**src/rtl/blk_xfer_seq.sv**
```systemverilog
module blk_xfer_seq #(
  parameter int DATA_W = 32,
  parameter int ADDR_W = 32,
  parameter int NREG   = 16,
  parameter int STEP   = 4
) (
  input  logic              clk,
  input  logic              rst_n,
  input  logic              start,
  input  logic              is_load,
  input  logic              cond_ok,
  input  logic [NREG-1:0]   mask,
  input  logic [ADDR_W-1:0] start_addr,
  input  logic [ADDR_W-1:0] end_addr,
  input  logic [$clog2(NREG)-1:0] base_idx,
  input  logic [DATA_W-1:0] base_val,
  input  logic [DATA_W-1:0] pc_in,
  output logic              busy,
  output logic              done,
  output logic              err_addr,
  output logic              err_mode,
  output logic              mem_valid,
  input  logic              mem_ready,
  output logic              mem_write,
  output logic [ADDR_W-1:0] mem_addr,
  output logic [DATA_W-1:0] mem_wdata,
  input  logic [DATA_W-1:0] mem_rdata,
  output logic [$clog2(NREG)-1:0] rf_raddr,
  input  logic [DATA_W-1:0] rf_rdata,
  output logic              rf_we,
  output logic [$clog2(NREG)-1:0] rf_waddr,
  output logic [DATA_W-1:0] rf_wdata,
  output logic              pc_we,
  output logic [DATA_W-1:0] pc_wdata,
  output logic              isa_flag
);
  localparam int IDX_W = $clog2(NREG);
  localparam logic [IDX_W-1:0] PC_IDX = IDX_W'(NREG - 1);

  typedef enum logic [1:0] {S_IDLE, S_RUN, S_FIN} state_t;

  state_t            st;
  logic [NREG-1:0]   rem;
  logic [ADDR_W-1:0] addr_q, last_q, end_q;
  logic [IDX_W-1:0]  base_q;
  logic [DATA_W-1:0] bval_q, pcn_q;
  logic              load_q, skip_q, pcld_q, isa_q;
  logic [IDX_W-1:0]  idx;
  logic              pend, beat, fin, pc_beat;

  always_comb begin
    idx = '0;
    for (int i = NREG - 1; i >= 0; i--)
      if (rem[i]) idx = IDX_W'(i);
  end

  assign pend    = (st == S_RUN) && (rem != '0);
  assign beat    = pend && mem_ready;
  assign fin     = (st == S_FIN);
  assign pc_beat = beat && load_q && (idx == PC_IDX);

  always_ff @(posedge clk) begin
    if (!rst_n) begin
      st     <= S_IDLE;
      rem    <= '0;
      addr_q <= '0;
      last_q <= '0;
      end_q  <= '0;
      base_q <= '0;
      bval_q <= '0;
      pcn_q  <= '0;
      load_q <= 1'b0;
      skip_q <= 1'b0;
      pcld_q <= 1'b0;
      isa_q  <= 1'b0;
    end else begin
      case (st)
        S_IDLE: if (start) begin
          st     <= cond_ok ? S_RUN : S_FIN;
          rem    <= cond_ok ? mask : '0;
          addr_q <= start_addr;
          last_q <= start_addr - ADDR_W'(STEP);
          end_q  <= end_addr;
          base_q <= base_idx;
          bval_q <= base_val;
          pcn_q  <= pc_in + DATA_W'(STEP);
          load_q <= is_load;
          skip_q <= !cond_ok;
          pcld_q <= 1'b0;
        end
        S_RUN: begin
          if (rem == '0) st <= S_FIN;
          else if (mem_ready) begin
            rem[idx] <= 1'b0;
            last_q   <= addr_q;
            addr_q   <= addr_q + ADDR_W'(STEP);
            if (pc_beat) begin
              pcld_q <= 1'b1;
              isa_q  <= mem_rdata[0];
            end
          end
        end
        default: st <= S_IDLE;
      endcase
    end
  end

  assign busy      = (st != S_IDLE);
  assign done      = fin;
  assign err_addr  = fin && !skip_q && (last_q != end_q);
  assign err_mode  = fin && pcld_q && isa_q;
  assign mem_valid = pend;
  assign mem_write = !load_q;
  assign mem_addr  = addr_q;
  assign rf_raddr  = idx;
  assign mem_wdata = (idx == base_q) ? bval_q : rf_rdata;
  assign rf_we     = beat && load_q && (idx != PC_IDX);
  assign rf_waddr  = idx;
  assign rf_wdata  = mem_rdata;
  assign pc_we     = pc_beat || (fin && !pcld_q);
  assign pc_wdata  = fin ? pcn_q : {mem_rdata[DATA_W-1:1], 1'b0};
  assign isa_flag  = isa_q;

  a_r8_hold_beat: assert property (@(posedge clk) disable iff (!rst_n)
    mem_valid && !mem_ready |=> mem_valid && $stable(mem_addr) && $stable(mem_write) && $stable(mem_wdata));
  a_r2_addr_step: assert property (@(posedge clk) disable iff (!rst_n)
    mem_valid && mem_ready |=> !mem_valid || (mem_addr == $past(mem_addr) + ADDR_W'(STEP)));
  a_r3_single_done: assert property (@(posedge clk) disable iff (!rst_n)
    done |=> !done);
  a_r3_err_with_done: assert property (@(posedge clk) disable iff (!rst_n)
    (err_addr || err_mode) |-> done);
  a_r5_rf_write_on_load_beat: assert property (@(posedge clk) disable iff (!rst_n)
    rf_we |-> mem_valid && mem_ready && !mem_write);
  a_r10_no_restart: assert property (@(posedge clk) disable iff (!rst_n)
    busy && !done |=> busy);
  a_r12_pc_single: assert property (@(posedge clk) disable iff (!rst_n)
    pc_we && !mem_valid |-> done);
endmodule

```
**config.mk**
```make
export PLATFORM = sky130hd
export DESIGN_NAME = blk_xfer_seq
export DESIGN_NICKNAME = d
export VERILOG_FILES = /design/src/rtl/blk_xfer_seq.sv
export SDC_FILE = /design/constraint.sdc
export NUM_CORES = 1
export LEC_CHECK = 0
export ABC_CLOCK_PERIOD_IN_PS = 6300
export BUFFER_PORTS_ARGS = -buffer_cell sky130_fd_sc_hd__buf_2
export CAP_MARGIN = 10
export CORE_MARGIN = 4
export CORE_UTILIZATION = 57
export CTS_BUF_LIST = sky130_fd_sc_hd__clkbuf_4
export CTS_CLUSTER_DIAMETER = 60
export DETAILED_ROUTE_END_ITERATION = 16
export PLACE_DENSITY = 0.95
export SETUP_SLACK_MARGIN = 0.02
export SLEW_MARGIN = 15
export SYNTH_ARGS = -nofsm -noshare
export SYNTH_HDL_FRONTEND = slang
export SYNTH_SLANG_ARGS = --single-unit
```
**constraint.sdc**
```tcl
create_clock -name clk -period 6.3 [get_ports clk]
set_input_delay 1.26 -clock clk [delete_from_list [all_inputs] [get_ports clk]]
set_output_delay 1.26 -clock clk [all_outputs]
set_load 0.01 [all_outputs]
```
Word-level counts from Yosys, hierarchy flattened. Cells that the tools add are included.

Mux-type cells: 42. $add $sub $neg: 3. Eq/ne operators: 11. Bitwise operators: 3. Reductions and logical operators: 26. Magnitude comparators: 2.

Operator list (number): two-way mux 32 bit (8); case mux 32 bit (2 select lines) (2); adder 32 x 3 -> 32 bit, second input constant (2); two-way mux 16 bit (4); two-way mux 4 bit (16); inequality test 32 bit (1); case mux 16 bit (2 select lines) (1); subtractor 32 x 3 -> 32 bit, second input constant (1); AND 16 bit (1); zero test 16 bit (1); NOT 16 bit (1); nonzero test 16 bit (1); logical AND 1 bit (11); inequality test 2 bit, second input constant (4); AND reduction 4 bit (2); two-way mux 2 bit (3); < comparator 4 x 5 -> 1 bit, second input constant (1); two-way mux 1 bit (5); AND reduction 5 bit (1); demux 1 bit (select 4 bit) (1); equality test 4 bit (1); equality test 4 bit, second input constant (1); greater-or-equal comparator 4 x 1 -> 1 bit, second input constant (1); zero test 1 bit (4); other kinds (11) (13).

Flip-flop bits (word level): 186. Word-level logic and storage cells: 99. Input port bits: 218.

Longest topological paths before layout.
Depth in word-level cells: 25. Depth in mapped cells: 9.

Worst setup path after synthesis. No wires, ideal clock.

Kind: flip-flop to output port. Start: register rem[4]. End: output port mem_wdata[10]. Cell stages (with the launch flop): 7. Buffers on the path: 1. Arrival: 2.191 ns. Setup slack: 2.849 ns. Data required time: 5.040 ns. Cell sequence: dfxtp_1 -> or4_1 -> nor4_1 -> nor3_1 -> a211oi_2 -> buf_6 -> mux2_4.

Cells in the longest elaborated chain, start to end: 7.

RTL lines: start: declaration (RTL line 43) `logic [NREG-1:0] rem;`; start signal: assignment (RTL line 80) `rem <= cond_ok ? mask : '0;`; two-way mux 4 bit (5 in series) (RTL line 54) `if (rem[i]) idx = IDX_W'(i);`; equality test 4 bit (RTL line 116) `assign mem_wdata = (idx == base_q) ? bval_q : rf_rdata;`; two-way mux 32 bit (RTL line 116); end: declaration (RTL line 26) `output logic [DATA_W-1:0] mem_wdata,`.

Every way passes these cells.

Worst setup path in the final report.
Start: register rem[0]. End: output port mem_wdata[31].

Cells in the longest elaborated chain, start to end: 3.

RTL lines (RTL line): two-way mux 4 bit (54); equality test 4 bit (116); two-way mux 32 bit (116).

Every way passes these cells.

==> reports/qor.yml <==
outcome: "finished clean"
yosys_warnings: 0
crit_path_max_fanout: 25
gp_congestion: 0.914
drv_slew: 0
hold_violations: 0
clk_latency_ns: 0.59
vias: 11600
critical-path-top-delay-family: "compound AO/OA/AOI/OAI gates"
fin_crit_ns: 5.01
synth_cell_type_count: 71
skew_ns: 0.0284
vdd_drop_max_mv: 0.108
async_reset_ff_share_pct: 0
start_util_pct: 58.6
crit_chain: "nor4_4, nand2_2, o41ai_1, nor3_1, a211oi_4, buf_4, mux2_2, buf_2"
swShare_pct: 36.4
layout-drive-gt1-share_pct: 27.3
grt_max_degree: 106
antenna_found_initial: 4
final_nets: 1894
mostFrequentLayoutCell: "buf_2"
worstHoldPathCells: 2
fp.dieH_um: 145
critPathMaxStageDelay_ns: 0.55
slowest_stage: "a211oi_4"
max_cap_violations: 0
hold_end: "pcn_q[0]"
ios: 363
power_leakage_nw: 5.41
final_antenna_net_count: 0
arrival_ns: 3.75
syn_avg_cell_area_um2: 7.52
wl_um: 36500
min_from: "pcn_q[0]"
fin_crit_sh_pct: 79.5
fin_setup_tns_ns: 0
placement.io_buffers: 362
clk_transition_reported_paths_ns: 0.15
dr.pass1.iters: 6
clkPwrFrac_pct: 23.5
relSlewSlack_pct: 26.4
setup_viol_count_final: 0
layout-area-overhead-vs-synth_pct: 17.5
wl_per_cell_um: 19.0
internal-power_mw: 1.92
die_area_um2: 20900
fin_ws_ns: 1.29
worstSetupPathType: "reg -> out"
power_frac_seq_pct: 45.5
final_cell_mix: "buf_2 (362), nand2_1 (325), dfxtp_1 (186), a21oi_1 (140), nor2_1 (112)"
stdcell_count: 1919
htree_levels: 4
netlist_area_um2: 10600
cts_tree: "built"
finalPower_mw: 3.02
ys_seq_area_share_pct: 35.0
fmax_mhz: 200
r2r_cells: 8
cts_sinks: 186
ys_seq_elements: 186
cts_hold_buf: 0
clockBufferDepth: 2
overflow: 0
switching_power_mw: 1.10
post-route-drc-count: 0
endpoint_kind: "primary output"
final_cell_area_um2: 12500
reg2reg_from: "rem[0]"
core_um2: 18100
dp.cells: 1883
dp.final_hpwl_um: 26700
r2r_end: "last_q[7]"
rows: 49
synth_edf_count: 0
hold_class: "reg -> reg"
synth_fp_nets: 1636
dp_slack_ns: 1.88
hold_ws_ns: 0.467
placed_cell_area_um2: 12200
fillerInstances: 1505
dieWidth_um: 145
critPathBufInv: 2
cp-start-kind: "flip-flop"
cts_resized: 0
drt-initial-drc-count: 1122
post_cts.repair.setup_buffers: 0
p_per_area_nw_per_um2: 242
final_util_pct: 68.8
comb_power_share_pct: 31.0
cts_buffers: 17
rsz0062_at_grt: "no"
synthFlopType: "dfxtp_1"
first_global_vias: 10600
worst_pin_slew_ns: 1.10
cts_root_buffer: "clkbuf_4"
grt_usage_pct: 33.0
r2r_slack_ns: 3.19
grt_pass1_wl_um: 54900
via_per_inst: 6.05
syn_inst: 1415
cp.required_ns: 5.04
-- sequential cells by signal, indices dropped and copies added (netlist names) --
name	count
base_q	4
bval_q	32
end_q	32
isa_flag	1
last_q	32
load_q	1
mem_addr	32
pcld_q	1
pcn_q	32
rem	16
skip_q	1
st	2
-- worst min-delay path, stage by stage, from the launching register on --
cell and delay [ns]:
dfxtp_1 0.34, nand2_1 0.05, a21oi_1 0.05
-- routing by layer --
| metal | wire length [µm] | global-route usage, % | vias to the layer above |
|---|---|---|---|
| li1 | - | - | 5442 |
| met1 | 13900 | 41.4 | 5373 |
| met2 | 17300 | 53.9 | 700 |
| met3 | 4040 | 8.96 | 88 |
| met4 | 1230 | 13.1 | 2 |
| met5 | 11 | 0 | - |
-- layout make-up --
cell class	instances	area, µm²	area share (%)
clock buffers	19	143	1.14
inverters	17	66.3	0.531
diodes	4	10.0	0.0801
repair buffers	375	1910	15.3
flip-flops and latches	186	3720	29.8
clock inverters	13	158	1.26
well taps	229	287	2.29
multi-input cells	1076	6200	49.6
-- cells by family after synthesis --
| logic type | count (synthesis) | synth area share [%] |
|---|---|---|
| AO/OA/AOI/OAI | 324 | 19.0 |
| flip-flops | 186 | 35.0 |
| buffers and inverters | 153 | 7.05 |
| adder cells (fa/ha/maj) | 3 | 0.353 |
| AND/OR/NAND/NOR | 635 | 27.3 |
| XOR/XNOR | 79 | 6.51 |
| multiplexers | 35 | 4.73 |
-- cell usage after synthesis (all sizes together), types with 9 or more instances --
cell type / count / share of area, %
a21oi: 140 / 6.6
nand4: 27 / 1.6
clkbuf: 81 / 2.9
nand2: 327 / 12
o21ai: 53 / 2.5
nand3: 43 / 2.0
and3: 18 / 1.1
dfxtp: 186 / 35
buf: 55 / 3.6
nor4: 21 / 1.8
a31oi: 11 / 0.65
o211ai: 9 / 0.64
or3: 13 / 0.81
nor2: 113 / 4.0
xor2: 28 / 2.3
xnor2: 51 / 4.2
nor3: 28 / 1.3
a311oi: 11 / 0.91
mux2: 32 / 4.4
a211oi: 30 / 2.2
inv: 17 / 0.60
-- how the worst max path moves through the flow --
stage / start / endpoint / cells after the start
2_1_floorplan: rem[4] / mem_wdata[10] / 6
3_3_place_gp: rem[0] / mem_wdata[0] / 8
4_1_cts: rem[0] / mem_wdata[31] / 8
6_report: rem[0] / mem_wdata[31] / 8
5_1_grt: rem[11] / mem_wdata[31] / 8
3_5_place_dp: rem[0] / mem_wdata[31] / 8
-- power groups by stage --
stage                     Sequential, mW  Combinational, mW  Clock (mW)
after floorplan                     1.37              0.625           0
after global placement              1.39              0.904           0
after detailed placement            1.40              0.924           0
after CTS                           1.37              0.928       0.716
after global routing                1.39               1.02       0.759
final                               1.38              0.939       0.710
Note: power is estimated with default switching activity, not from simulation.
